<file path="src/rtl/nbm_pkg.sv">
package nbm_pkg;
  typedef enum logic [2:0] {
    ST_IDLE,
    ST_SETUP,
    ST_READ,
    ST_WRITE,
    ST_ADV
  } nbm_state_t;
endpackage

</file>
<file path="src/rtl/nbm_chunk_sizer.sv">
module nbm_chunk_sizer #(
  parameter int AW    = 20,
  parameter int CHUNK = 16,
  parameter int CW    = 5
) (
  input  logic [AW-1:0] rem,
  output logic [CW-1:0] size
);
  always_comb begin
    if (rem >= AW'(CHUNK)) size = CW'(CHUNK);
    else                   size = rem[CW-1:0];
  end
endmodule

</file>
<file path="src/rtl/nbm_wrap_add.sv">
module nbm_wrap_add #(
  parameter int AW  = 20,
  parameter int OW  = 5,
  parameter bit SUB = 1'b0
) (
  input  logic [AW-1:0] base,
  input  logic [OW-1:0] off,
  output logic [AW-1:0] res
);
  logic [AW-1:0] off_ext;
  assign off_ext = {{(AW-OW){1'b0}}, off};

  generate
    if (SUB) begin : g_sub
      assign res = base - off_ext;
    end else begin : g_add
      assign res = base + off_ext;
    end
  endgenerate
endmodule

</file>
<file path="src/rtl/nbm_chunk_buf.sv">
module nbm_chunk_buf #(
  parameter int DW    = 4,
  parameter int DEPTH = 16,
  parameter int IW    = 4
) (
  input  logic          clk,
  input  logic          we,
  input  logic [IW-1:0] waddr,
  input  logic [DW-1:0] wdata,
  input  logic [IW-1:0] raddr,
  output logic [DW-1:0] rdata
);
  logic [DW-1:0] store [DEPTH];

  always_ff @(posedge clk) begin
    if (we) store[waddr] <= wdata;
    rdata <= store[raddr];
  end
endmodule

</file>
<file path="src/rtl/nbm_block_mover.sv">
module nbm_block_mover #(
  parameter int AW    = 20,
  parameter int DW    = 4,
  parameter int PW    = 4,
  parameter int CHUNK = 16
) (
  input  logic          clk,
  input  logic          rst,
  input  logic          start,
  input  logic          dir_up,
  input  logic [AW-1:0] src_in,
  input  logic [AW-1:0] dst_in,
  input  logic [AW-1:0] len_in,
  input  logic [PW-1:0] p_in,
  input  logic          carry_in,
  output logic          busy,
  output logic          done,
  output logic [AW-1:0] src_out,
  output logic [AW-1:0] dst_out,
  output logic [PW-1:0] ptr_p,
  output logic          carry_out,
  output logic [AW-1:0] mem_addr,
  output logic          mem_rd,
  output logic          mem_wr,
  output logic [DW-1:0] mem_wdata,
  output logic          mem_csum,
  input  logic [DW-1:0] mem_rdata,
  input  logic          mem_rvalid
);
  import nbm_pkg::*;

  localparam int IW = $clog2(CHUNK);
  localparam int CW = IW + 1;

  nbm_state_t    state;
  logic          dir_q;
  logic [AW-1:0] rem_q;
  logic [CW-1:0] n_q;
  logic [CW-1:0] rd_cnt;
  logic [CW-1:0] cap_cnt;
  logic [CW-1:0] wr_idx;
  logic          wv;
  logic [IW-1:0] wi;

  logic [CW-1:0] chunk;
  logic [AW-1:0] src_rd_addr, dst_wr_addr;
  logic [AW-1:0] src_dec, dst_dec, src_inc, dst_inc;
  logic [DW-1:0] buf_q;
  logic          buf_we;

  // Peeks only: the checksum strobe stays low on every access.
  assign mem_csum = 1'b0;

  nbm_chunk_sizer #(.AW(AW), .CHUNK(CHUNK), .CW(CW)) i_sizer (
    .rem(rem_q), .size(chunk));

  nbm_wrap_add #(.AW(AW), .OW(CW), .SUB(1'b0)) i_rd_addr (
    .base(src_out), .off(rd_cnt), .res(src_rd_addr));
  nbm_wrap_add #(.AW(AW), .OW(CW), .SUB(1'b0)) i_wr_addr (
    .base(dst_out), .off({1'b0, wi}), .res(dst_wr_addr));
  nbm_wrap_add #(.AW(AW), .OW(CW), .SUB(1'b1)) i_src_dec (
    .base(src_out), .off(chunk), .res(src_dec));
  nbm_wrap_add #(.AW(AW), .OW(CW), .SUB(1'b1)) i_dst_dec (
    .base(dst_out), .off(chunk), .res(dst_dec));
  nbm_wrap_add #(.AW(AW), .OW(CW), .SUB(1'b0)) i_src_inc (
    .base(src_out), .off(n_q), .res(src_inc));
  nbm_wrap_add #(.AW(AW), .OW(CW), .SUB(1'b0)) i_dst_inc (
    .base(dst_out), .off(n_q), .res(dst_inc));

  assign buf_we = (state == ST_READ) && mem_rvalid;

  nbm_chunk_buf #(.DW(DW), .DEPTH(CHUNK), .IW(IW)) i_buf (
    .clk   (clk),
    .we    (buf_we),
    .waddr (cap_cnt[IW-1:0]),
    .wdata (mem_rdata),
    .raddr (wr_idx[IW-1:0]),
    .rdata (buf_q));

  always_ff @(posedge clk) begin
    if (rst) begin
      state     <= ST_IDLE;
      dir_q     <= 1'b0;
      rem_q     <= '0;
      n_q       <= '0;
      rd_cnt    <= '0;
      cap_cnt   <= '0;
      wr_idx    <= '0;
      wv        <= 1'b0;
      wi        <= '0;
      busy      <= 1'b0;
      done      <= 1'b0;
      src_out   <= '0;
      dst_out   <= '0;
      ptr_p     <= '0;
      carry_out <= 1'b0;
      mem_addr  <= '0;
      mem_rd    <= 1'b0;
      mem_wr    <= 1'b0;
      mem_wdata <= '0;
    end else begin
      done   <= 1'b0;
      mem_rd <= 1'b0;
      mem_wr <= 1'b0;
      unique case (state)
        ST_IDLE: begin
          if (start) begin
            src_out <= src_in;
            dst_out <= dst_in;
            dir_q   <= dir_up;
            if (len_in == '0) begin
              done      <= 1'b1;
              ptr_p     <= '0;
              carry_out <= 1'b0;
            end else begin
              busy      <= 1'b1;
              rem_q     <= len_in;
              ptr_p     <= p_in;
              carry_out <= carry_in;
              state     <= ST_SETUP;
            end
          end
        end
        ST_SETUP: begin
          n_q     <= chunk;
          rd_cnt  <= '0;
          cap_cnt <= '0;
          wr_idx  <= '0;
          wv      <= 1'b0;
          if (dir_q) begin
            src_out <= src_dec;
            dst_out <= dst_dec;
          end
          state <= ST_READ;
        end
        ST_READ: begin
          if (rd_cnt != n_q) begin
            mem_rd   <= 1'b1;
            mem_addr <= src_rd_addr;
            rd_cnt   <= rd_cnt + CW'(1);
          end
          if (mem_rvalid) begin
            cap_cnt <= cap_cnt + CW'(1);
            if (cap_cnt == n_q - CW'(1)) state <= ST_WRITE;
          end
        end
        ST_WRITE: begin
          if (wr_idx != n_q) begin
            wr_idx <= wr_idx + CW'(1);
            wv     <= 1'b1;
            wi     <= wr_idx[IW-1:0];
          end else begin
            wv <= 1'b0;
          end
          if (wv) begin
            mem_wr    <= 1'b1;
            mem_addr  <= dst_wr_addr;
            mem_wdata <= buf_q;
          end
          if (wr_idx == n_q && !wv) state <= ST_ADV;
        end
        ST_ADV: begin
          if (!dir_q) begin
            src_out <= src_inc;
            dst_out <= dst_inc;
          end
          rem_q <= rem_q - AW'(n_q);
          if (rem_q == AW'(n_q)) begin
            done      <= 1'b1;
            busy      <= 1'b0;
            ptr_p     <= '0;
            carry_out <= 1'b0;
            state     <= ST_IDLE;
          end else begin
            state <= ST_SETUP;
          end
        end
        default: state <= ST_IDLE;
      endcase
    end
  end
endmodule

</file>
<file path="config.mk">
export PLATFORM = sky130hd
export DESIGN_NAME = nbm_block_mover
export DESIGN_NICKNAME = d
export VERILOG_FILES = /design/src/rtl/nbm_pkg.sv /design/src/rtl/nbm_chunk_sizer.sv /design/src/rtl/nbm_wrap_add.sv /design/src/rtl/nbm_chunk_buf.sv /design/src/rtl/nbm_block_mover.sv
export SDC_FILE = /design/constraint.sdc
export NUM_CORES = 1
export LEC_CHECK = 0
export CORE_MARGIN = 5
export CORE_UTILIZATION = 50
export CTS_CLUSTER_DIAMETER = 80
export DETAILED_ROUTE_END_ITERATION = 8
export HOLD_SLACK_MARGIN = 0.02
export PLACE_DENSITY = 0.85
export SETUP_SLACK_MARGIN = 0.1
export SYNTH_ARGS = -nofsm -noshare
export SYNTH_HDL_FRONTEND = slang
export SYNTH_HIERARCHICAL = 1
export SYNTH_SLANG_ARGS = --single-unit
</file>
<file path="constraint.sdc">
create_clock -name clk -period 3.1 [get_ports clk]
set_input_delay 0.465 -clock clk [delete_from_list [all_inputs] [get_ports clk]]
set_output_delay 0.465 -clock clk [all_outputs]
set_load 0.02 [all_outputs]
</file>
==> tab_implementation.tex, run 1 <==
\begin{tabular}{lr}
\hline
Metric & Value \\
\hline
\multicolumn{2}{l}{\textbf{Status}} \\
Outcome & finished clean \\
\multicolumn{2}{l}{\textbf{Yosys}} \\
Area leader, netlist & dfxtp\_1 \\
Count of warnings emitted by yosys & 6 \\
Leading cell types by total area after synthesis & dfxtp\_1, edfxtp\_1, xnor2\_1 \\
Syn Area/Cell & 9.05 µm² \\
Post-synthesis instance area & between 0.01 and 0.015 mm² \\
Sequential cell area fraction in the yosys report & 0.377 \\
FF+latch count, synth & 190 \\
Area share of the largest cell type after synthesis & 0.214 \\
Most common flop cell mapped by yosys & dfxtp\_1 \\
Post-synth cell types & 84 \\
Number of instances in the synthesized netlist & between 1,000 and 1,500 \\
Number of synthesized flops with an enable pin & 64 \\
Proportion of synthesized flip-flops having asynchronous set or reset & 0 \\
Leading cell types by count after synthesis & nand2\_1, nor2\_1, dfxtp\_1 \\
\multicolumn{2}{l}{\textbf{Layout}} \\
Count of nets after finishing & around 1,600 \\
Antenna diode count & 0 \\
Combined flip-flop and latch cell area & approximately 0.0045 mm² \\
Post-route insts no fill & 1,778 \\
Final standard cell area without fillers & 0.0145 mm² \\
Fillcell total & about 1,900 \\
Fraction of final layout cells with drive strength greater than 1 & 0.104 \\
Area Overhead vs Synth & 22.9\% \\
Area of the multi-input gates & around 0.0070 mm² \\
\multicolumn{2}{l}{\textbf{Floorplanning}} \\
Area of the die & 0.0268 mm² \\
\# rows & 56 \\
Die Height & 164 µm \\
Overall die width & $\sim$160 µm \\
Count of pins on the block boundary & between 100 and 150 \\
Placeable Area & 0.0233 mm² \\
Starting Density & 0.506 \\
\multicolumn{2}{l}{\textbf{Global routing}} \\
Tot GR Track Use & 0.242 \\
First-pass GRT wire length & 52.3 mm \\
Number of antenna violations at the first check in global routing & 0 \\
Global-route congestion overflow total & 0 \\
Via count of the first global-routing pass & 10,400 \\
Maximum number of pins on one net before global-route repair & 81 \\
\multicolumn{2}{l}{\textbf{STA}} \\
Unrepaired setup endpoints after global routing & true \\
Final setup skew & roughly 16 ps \\
Final-report max-slew violation count & 0 \\
Number of endpoints failing setup at the final stage & 0 \\
Worst Tran Pin Value & between 800 and 900 ps \\
Max-slew headroom at the worst pin & 0.432 \\
Fin crit share & 0.987 \\
Max Fclk & around 330 MHz \\
Setup slack of the critical path after layout & roughly 39 ps \\
Final critical path time including I/O delays and setup & roughly 3100 ps \\
Total count of hold-check failures in the final report & 0 \\
\multicolumn{2}{l}{\textbf{Power}} \\
Pwr/cell area & between 400 and 500 mW/mm² \\
Leakage power & 5.25 nW \\
Maximum VDD drop & between 0.3 and 0.4 mV \\
\multicolumn{2}{l}{\textbf{Critical path}} \\
Crit path required time & about 3400 ps \\
Data arrival time at the worst-slack endpoint & around 3400 ps \\
Critical Path Source & rem\_q[7] \\
Capturing element type of the critical path & flop \\
Crit-path max FO & 7 \\
Flop2flop setup slack & just under 40 ps \\
Source of the worst register-to-register timing path & rem\_q[7] \\
Crit start category & flop \\
Worst Setup Path Type & reg2reg \\
\multicolumn{2}{l}{\textbf{Clocking}} \\
H-Tree Level Count & 4 \\
Clk sink count & 190 \\
Number of buffers created by CTS & 17 \\
Hold Buf Count CTS & 0 \\
Clock root cell & clkbuf\_16 \\
Clock Path Buffers & 2 \\
Clock transition at the registers of the reported paths & 80 ps \\
Clock latency of the later-clocked register in the worst-skew pair & around 440 ps \\
Clock tree from TritonCTS & built \\
\multicolumn{2}{l}{\textbf{Drt}} \\
Pre-antenna DRT Iters & 6 \\
Routed vias/inst & a little over 6 \\
Sum of routed wire length over all layers & 33.7 mm \\
Routed Antenna Nets & 0 \\
Remaining design rule violation count & 0 \\
Via count & about 11,000 \\
Starting DRC count in detailed routing & $\sim$1,000 \\
Routed len/inst & approximately 19 µm \\
\multicolumn{2}{l}{\textbf{Placed design}} \\
Post-DP HPWL & between 20 and 25 mm \\
Area after detailed placement & between 0.01 and 0.015 mm² \\
Port-buffer cells & 146 \\
Number of placed instances, taps included & 1,737 \\
Placement-stage worst setup slack & 54.7 ps \\
Final RePlAce weighted congestion & 0.907 \\
\multicolumn{2}{l}{\textbf{Worst hold path}} \\
Path class of the lowest-slack min-delay path & reg2reg \\
Hold path start & i\_buf/rdata[0] \\
\multicolumn{2}{l}{\textbf{Job}} \\
Max-cap violations & 0 \\
\hline
\end{tabular}
-- final timing paths --
kind                                endpoint  cells past startpoint
worst max register to register   src_out[10]                     12
worst max-delay path             src_out[10]                     12
worst min register to register  mem_wdata[0]                      2
worst min-delay path            mem_wdata[0]                      2
-- layout make-up --
cell class                 count  share of cell area
clock inverter                14             0.00949
multi-input combinational    992               0.486
timing repair buffer         193               0.127
inverter                      52              0.0135
tap                          319              0.0275
clock buffer                  18              0.0296
sequential                   190               0.308
-- worst max-delay path, stage by stage (launching register included) --
cell,delay (ps)
dfxtp_1,350
nor4_1,270
and4_4,290
and2_4,200
ha_4,150
fa_2,220
nor2b_4,50
o31a_4,390
buf_4,160
nor4_1,270
xor2_1,180
a22oi_1,100
a311oi_1,330
-- metal layers --
| layer | share of wire | GRT usage |
|---|---|---|
| met1 | 0.40 | 0.299 |
| met2 | 0.49 | 0.416 |
| met3 | 0.071 | 0.0361 |
| met4 | 0.036 | 0.112 |
| met5 | 0 | 0 |
-- cells by family after synthesis --
logic type,count (synthesis),share of synthesized area
AO/OA/AOI/OAI,275,0.171
XOR/XNOR,133,0.0987
adder cells (fa/ha/maj),46,0.0532
buffers and inverters,123,0.0436
flip-flops,190,0.377
multiplexers,24,0.0420
other,1,0.000318
AND/OR/NAND/NOR,512,0.214
-- flip-flops by register name, indices dropped and copies added, names as in the netlist, 5 cells and up --
name         count
wr_idx           5
rem_q           20
cap_cnt          5
n_q              5
dst_out         20
mem_addr        20
i_buf/store     64
rd_cnt           5
src_out         20
-- stage by stage --
| stage | setup TNS, ps | hold slack [ps] | power (mW) | utilization |
|---|---|---|---|---|
| final | 0 | 451 | 7.01 | 0.621 |
| after floorplan | 0 | 429 | 4.13 | - |
| after global routing | -39.0 | 467 | 7.34 | 0.621 |
| after CTS | 0 | 454 | 6.91 | 0.611 |
| after detailed placement | 0 | 441 | 4.77 | 0.586 |
| after global placement | 0 | 439 | 4.72 | 0.586 |
-- cell usage in the layout (no fill, tap or decap), drive strengths merged, types with 10 or more instances in the layout --
cell,instances
ha,39
nand4,21
o21ai,19
a311oi,63
a22oi,49
mux4,16
nor2,151
a211oi,27
clkbuf,18
xor2,60
inv,61
and4,12
nor4,22
xnor2,73
nor2b,10
edfxtp,64
a21oi,53
clkdlybuf4s50,145
dfxtp,126
nand3,64
nand2,151
nor3,21
buf,48
-- report_power, final --
| group | switching, mW | leakage [nW] | internal, mW | total (mW) |
|---|---|---|---|---|
| registers | 0.307 | 1.61 | 2.69 | 3.00 |
| logic | 1.00 | 3.37 | 0.871 | 1.87 |
| clock network | 1.07 | 0.273 | 1.07 | 2.14 |
-- repair_timing --
item / in CTS / in global routing
endpoints found under the hold margin: 0 / 0
pin swaps: 0 / 13
buffers inserted: 0 / 9
resized for setup: 1 / 39
setup endpoints to repair: 1 / 29
Power figures use the tool's default switching activity.
==> run 2: changes to the inputs <==
CTS_CLUSTER_SIZE = 30   (was unset)
TNS_END_PERCENT = 30   (was unset)
==> run 2 against run 1 <==
Against the previous run: non-clock buffer count down 7; sequential share of layout area increased by 0.27 points; count of clock-buffer cells in the layout stayed put; clock skew down 1.2 ps; critical endpoint unchanged; utilization shrank 0.70 points; maximum frequency is 3.2% higher; final area fell by 1.1%; sequential power about the same.
==> tab_implementation.tex, run 2 (synthesized netlist as in run 1, its figures left out) <==
\begin{tabular}{lr}
\hline
Metric & Value \\
\hline
\multicolumn{2}{l}{\textbf{Power}} \\
Maximum VDD drop & roughly 0.36 mV \\
Combinational fraction of design power & 0.261 \\
Total power & 6.95 mW \\
Power spent charging and discharging nets & about 2.3 mW \\
Pwr/cell area & 485 mW/mm² \\
Leakage power & around 5.2 nW \\
Relative contribution of sequential cells to total power & 0.431 \\
Switching Fraction & 0.338 \\
Share of power burned in the clock network & 0.308 \\
Pint & $\sim$4.6 mW \\
\multicolumn{2}{l}{\textbf{STA}} \\
Final critical path time including I/O delays and setup & roughly 3000 ps \\
Total count of hold-check failures in the final report & 0 \\
Unrepaired setup endpoints after global routing & true \\
Setup slack of the critical path after layout & about 130 ps \\
Final setup skew & between 10 and 15 ps \\
Worst Tran Pin Value & approximately 850 ps \\
Fin crit share & 0.957 \\
Max-slew headroom at the worst pin & 0.432 \\
Final-report max-slew violation count & 0 \\
Final hold slack & approximately 450 ps \\
Max Fclk & $\sim$340 MHz \\
Number of endpoints failing setup at the final stage & 0 \\
Total Negative Setup Slacks & 0 ps \\
\multicolumn{2}{l}{\textbf{Global routing}} \\
Via count of the first global-routing pass & about 10,000 \\
Number of antenna violations at the first check in global routing & 0 \\
First-pass GRT wire length & between 50 and 60 mm \\
Tot GR Track Use & 0.242 \\
Maximum number of pins on one net before global-route repair & 81 \\
Global-route congestion overflow total & 0 \\
\multicolumn{2}{l}{\textbf{Critical path}} \\
Crit-path max FO & 8 \\
Crit start category & flop \\
Flop2flop setup slack & approximately 130 ps \\
Source of the worst register-to-register timing path & rem\_q[11] \\
Worst Setup Path Type & reg2reg \\
Capturing element type of the critical path & flop \\
Data arrival time at the worst-slack endpoint & 3320 ps \\
Crit path required time & $\sim$3500 ps \\
Worst Reg-to-Reg Cells & 11 \\
Endpoint of the worst-slack reg-to-reg timing path & src\_out[10] \\
\multicolumn{2}{l}{\textbf{Floorplanning}} \\
Count of pins on the block boundary & approximately 150 \\
Placeable Area & 0.0233 mm² \\
Die Height & 164 µm \\
Starting Density & 0.506 \\
Overall die width & roughly 160 µm \\
\# rows & 56 \\
Area of the die & approximately 0.027 mm² \\
\multicolumn{2}{l}{\textbf{Worst hold path}} \\
Path class of the lowest-slack min-delay path & reg2reg \\
Number of cells on the worst hold path & 2 \\
Hold path start & i\_buf/rdata[0] \\
Capture endpoint of the worst hold path & mem\_wdata[0] \\
\multicolumn{2}{l}{\textbf{Clocking}} \\
H-Tree Level Count & 4 \\
Number of buffers created by CTS & 17 \\
Clk sink count & 190 \\
Hold Buf Count CTS & 0 \\
Clock latency of the later-clocked register in the worst-skew pair & about 440 ps \\
Clock Path Buffers & 2 \\
Clock transition at the registers of the reported paths & approximately 80 ps \\
Clock tree from TritonCTS & built \\
Clock root cell & clkbuf\_16 \\
\multicolumn{2}{l}{\textbf{Layout}} \\
Fraction of final layout cells with drive strength greater than 1 & 0.0923 \\
Flip-flop count of the largest register, all copies and words added & 64 \\
Area Overhead vs Synth & 21.5\% \\
Antenna diode count & 0 \\
Post-route insts no fill & 1,771 \\
Count of nets after finishing & about 1,600 \\
Most common cell after layout, fill and taps aside & nand2\_1 \\
Most used cells in the layout excluding fill and tap cells & nand2\_1, nor2\_1, clkdlybuf4s50\_1, dfxtp\_1, xnor2\_1 \\
Register bank with the most flops & i\_buf/store \\
\multicolumn{2}{l}{\textbf{Drt}} \\
Sum of routed wire length over all layers & about 33 mm \\
Starting DRC count in detailed routing & between 1,000 and 1,500 \\
Via count & 10,800 \\
Pre-antenna DRT Iters & 6 \\
Routed len/inst & approximately 19 µm \\
Routed vias/inst & around 6.1 \\
Remaining design rule violation count & 0 \\
Routed Antenna Nets & 0 \\
\multicolumn{2}{l}{\textbf{Placed design}} \\
Post-DP HPWL & 23.4 mm \\
Placement-stage worst setup slack & about 55 ps \\
Final RePlAce weighted congestion & between 0.9 and 1 \\
Port-buffer cells & between 100 and 150 \\
Number of placed instances, taps included & 1,737 \\
\multicolumn{2}{l}{\textbf{Status}} \\
Outcome & finished clean \\
\multicolumn{2}{l}{\textbf{Job}} \\
Max-cap violations & 0 \\
\hline
\end{tabular}
## run 2: changes by cell type in the layout (fill, tap and decap cells not counted), sizes merged
| cell | before | now |
|---|---|---|
| buf | 48 | 41 |
## run 2: worst max-delay path, cell delays in order (launching register included)
cell and delay [ps]:
dfxtp_1 350, nor4_2 290, and4_4 290, and2_4 160, ha_1 190, fa_1 230
nor2b_1 80, o31a_2 400, nor4_1 330, xor2_1 190, a22oi_1 90, a311oi_1 280
## run 2: power groups by stage
stage	Sequential [mW]	Combinational [mW]	Clock [mW]
after floorplan	3.06	1.06	0
after global placement	3.02	1.69	0
after detailed placement	3.03	1.74	0
after CTS	2.98	1.76	2.17
after global routing	3.01	1.97	2.29
final	2.99	1.82	2.14
## run 2: area by class of cell
cell class,count,area (µm²)
multi-input cells,992,6940
repair buffers,186,1780
inverters,52,195
fillers,1901,9000
well taps,319,399
flip-flops and latches,190,4450
clock inverters,14,138
clock buffers,18,429
## run 2: worst max-delay path by stage
stage / start / to / slack, ps / depth (start not counted)
after floorplan: rem_q[5] / dst_out[11] / 330 / 12
after global placement: rem_q[19] / src_out[8] / 160 / 11
after detailed placement: rem_q[19] / src_out[8] / 50 / 11
after CTS: rem_q[19] / dst_out[15] / 110 / 13
after global routing: rem_q[12] / src_out[10] / 40 / 11
final: rem_q[11] / src_out[10] / 130 / 11
## run 2: metrics by stage
step                      utilization  cell area (µm²)
final                           0.614            14300
after global routing            0.614            14300
after CTS                       0.611            14200
after detailed placement        0.586            13700
after global placement          0.586            13700
after floorplan                     -            11800
## run 2: routing by layer
layer / part of all wire / up-vias / GRT usage
met5: 0 / - / 0
met4: 0.036 / 0 / 0.112
met3: 0.080 / 95 / 0.0361
met2: 0.49 / 529 / 0.416
met1: 0.39 / 5118 / 0.299
li1: - / 5065 / -
## run 2: what timing repair did
item | in CTS | in global routing
pin swaps | 0 | 8
gates resized for setup | 1 | 18
endpoints found under the setup margin | 1 | 29
setup buffers | 0 | 2
==> run 3: changes to the inputs <==
--- a/config.mk
+++ b/config.mk
@@ -7,10 +7,10 @@
 export LEC_CHECK = 0
 export CORE_MARGIN = 5
-export CORE_UTILIZATION = 50
+export CORE_UTILIZATION = 55
 export CTS_CLUSTER_DIAMETER = 80
 export CTS_CLUSTER_SIZE = 30
 export DETAILED_ROUTE_END_ITERATION = 8
 export HOLD_SLACK_MARGIN = 0.02
-export PLACE_DENSITY = 0.85
+export PLACE_DENSITY = 0.91
 export SETUP_SLACK_MARGIN = 0.1
 export SYNTH_ARGS = -nofsm -noshare
==> constraint.sdc (replaced) <==
create_clock -name clk -period 3.1 [get_ports clk]
set_input_delay 0.62 -clock clk [delete_from_list [all_inputs] [get_ports clk]]
set_output_delay 0.62 -clock clk [all_outputs]
set_load 0.02 [all_outputs]
==> run 3 against run 2 <==
Against the previous run: final area grew 1.1%; critical path depth is the same; die area shrank 8.5%; first-iteration DRC count grew 10%; sequential share of layout area shrank 0.33 points; total power grew 4.1%; sequential power is essentially flat; utilization grew 7.3 points.
==> tab_implementation.tex, run 3 (synthesized netlist as in run 1, its figures left out) <==
\begin{tabular}{lr}
\hline
Metric & Value \\
\hline
\multicolumn{2}{l}{\textbf{Layout}} \\
Count of nets after finishing & about 1,600 \\
Final standard cell area without fillers & around 0.014 mm² \\
Most common cell after layout, fill and taps aside & nand2\_1 \\
Post-layout util & 0.687 \\
Area Overhead vs Synth & 22.9\% \\
Flip-flop count of the largest register, all copies and words added & 64 \\
Most used cells in the layout excluding fill and tap cells & nand2\_1, nor2\_1, clkdlybuf4s50\_1, dfxtp\_1, xnor2\_1 \\
Register bank with the most flops & i\_buf/store \\
Fraction of final layout cells with drive strength greater than 1 & 0.104 \\
Post-route insts no fill & between 1,500 and 2,000 \\
Antenna diode count & 0 \\
\multicolumn{2}{l}{\textbf{STA}} \\
Unrepaired setup endpoints after global routing & true \\
Total Negative Setup Slacks & 0 ps \\
Max-slew headroom at the worst pin & 0.448 \\
Final-report max-slew violation count & 0 \\
Max Fclk & 329 MHz \\
Total count of hold-check failures in the final report & 0 \\
Final setup skew & 17.9 ps \\
Fin crit share & 0.980 \\
Number of endpoints failing setup at the final stage & 0 \\
Worst Tran Pin Value & around 830 ps \\
Final hold slack & between 400 and 500 ps \\
Final critical path time including I/O delays and setup & 3040 ps \\
\multicolumn{2}{l}{\textbf{Floorplanning}} \\
Overall die width & 156 µm \\
Die Height & $\sim$160 µm \\
Count of pins on the block boundary & approximately 150 \\
\# rows & between 50 and 60 \\
Placeable Area & 0.0211 mm² \\
Area of the die & approximately 0.024 mm² \\
Starting Density & 0.559 \\
\multicolumn{2}{l}{\textbf{Clocking}} \\
Number of buffers created by CTS & 17 \\
Clock tree from TritonCTS & built \\
Clock transition at the registers of the reported paths & about 90 ps \\
Hold Buf Count CTS & 0 \\
Clock Path Buffers & 2 \\
Clock root cell & clkbuf\_16 \\
Clk sink count & 190 \\
H-Tree Level Count & 4 \\
Clock latency of the later-clocked register in the worst-skew pair & about 460 ps \\
\multicolumn{2}{l}{\textbf{Critical path}} \\
Capturing element type of the critical path & flop \\
Worst Setup Path Type & reg2reg \\
Source of the worst register-to-register timing path & rem\_q[19] \\
Crit-path max FO & 7 \\
Flop2flop setup slack & between 60 and 70 ps \\
Data arrival time at the worst-slack endpoint & approximately 3400 ps \\
Crit start category & flop \\
Critical Path Source & rem\_q[19] \\
Crit path required time & 3460 ps \\
\multicolumn{2}{l}{\textbf{Placed design}} \\
Number of placed instances, taps included & 1,693 \\
Port-buffer cells & about 150 \\
Area after detailed placement & between 0.01 and 0.015 mm² \\
Final RePlAce weighted congestion & between 0.9 and 1 \\
Post-DP HPWL & approximately 23 mm \\
\multicolumn{2}{l}{\textbf{Global routing}} \\
Via count of the first global-routing pass & 10,800 \\
First-pass GRT wire length & 54.6 mm \\
Number of antenna violations at the first check in global routing & 0 \\
Maximum number of pins on one net before global-route repair & 62 \\
Global-route congestion overflow total & 0 \\
Tot GR Track Use & 0.275 \\
\multicolumn{2}{l}{\textbf{Power}} \\
Leakage power & 5.26 nW \\
Pwr/cell area & around 500 mW/mm² \\
Maximum VDD drop & 0.400 mV \\
\multicolumn{2}{l}{\textbf{Job}} \\
Max-cap violations & 0 \\
\multicolumn{2}{l}{\textbf{Drt}} \\
Routed vias/inst & 6.46 \\
Via count & about 11,000 \\
Routed Antenna Nets & 0 \\
Starting DRC count in detailed routing & around 1,200 \\
Remaining design rule violation count & 0 \\
Sum of routed wire length over all layers & between 30 and 40 mm \\
Pre-antenna DRT Iters & 9 \\
Routed len/inst & between 20 and 25 µm \\
\multicolumn{2}{l}{\textbf{Worst hold path}} \\
Hold path start & mem\_wdata[2] \\
Path class of the lowest-slack min-delay path & reg2reg \\
\multicolumn{2}{l}{\textbf{Status}} \\
Outcome & finished clean \\
\hline
\end{tabular}
[run 3: final cells by class]
class	count	area (µm²)
clock buffers	17	425
clock inverters	15	196
fillers	1493	6590
inverters	52	195
multi-input cells	992	7050
flip-flops and latches	190	4450
well taps	275	344
repair buffers	189	1840
[run 3: routing by layer]
metal  vias to the layer above  GRT usage  part of all wire
met5                         -          0                 0
li1                       5091          -                 -
met1                      5210      0.333              0.37
met2                       690      0.478              0.49
met3                       178     0.0487             0.091
met4                         0      0.128             0.052
[run 3: metrics by stage]
step                      setup WS (ps)  total power [mW]
final                              60.9              7.23
after global routing              -73.2              7.51
after CTS                           106              7.09
after detailed placement           58.5              4.79
after global placement              142              4.72
after floorplan                     325              4.13
[run 3: path summary, 6_finish.rpt]
| kind | to | cells past startpoint |
|---|---|---|
| worst max-delay path | src_out[14] | 11 |
| worst max register to register | src_out[14] | 11 |
| worst min-delay path | mem_wdata[2] | 2 |
| worst min register to register | mem_wdata[2] | 2 |
[run 3: report_power, final]
group / total, mW / internal (mW) / switching (mW)
Combinational: 1.93 / 0.880 / 1.05
Sequential: 3.00 / 2.69 / 0.303
Clock: 2.30 / 1.12 / 1.19
[run 3: worst max-delay path: stages, from the launching register on]
cell and delay (ps):
dfxtp_2 360, nor4_4 270, and4_4 280, and2_4 190, ha_4 150, fa_2 240
nor2b_1 110, o31a_4 450, nor4_1 260, xor2_1 250, a22oi_1 110, a311oi_1 270
[run 3: what timing repair did]
| item | in CTS | in global routing |
|---|---|---|
| pin swaps | 5 | 14 |
| setup buffers | 2 | 3 |
| endpoints found under the setup margin | 7 | 31 |
| resized for setup | 8 | 29 |
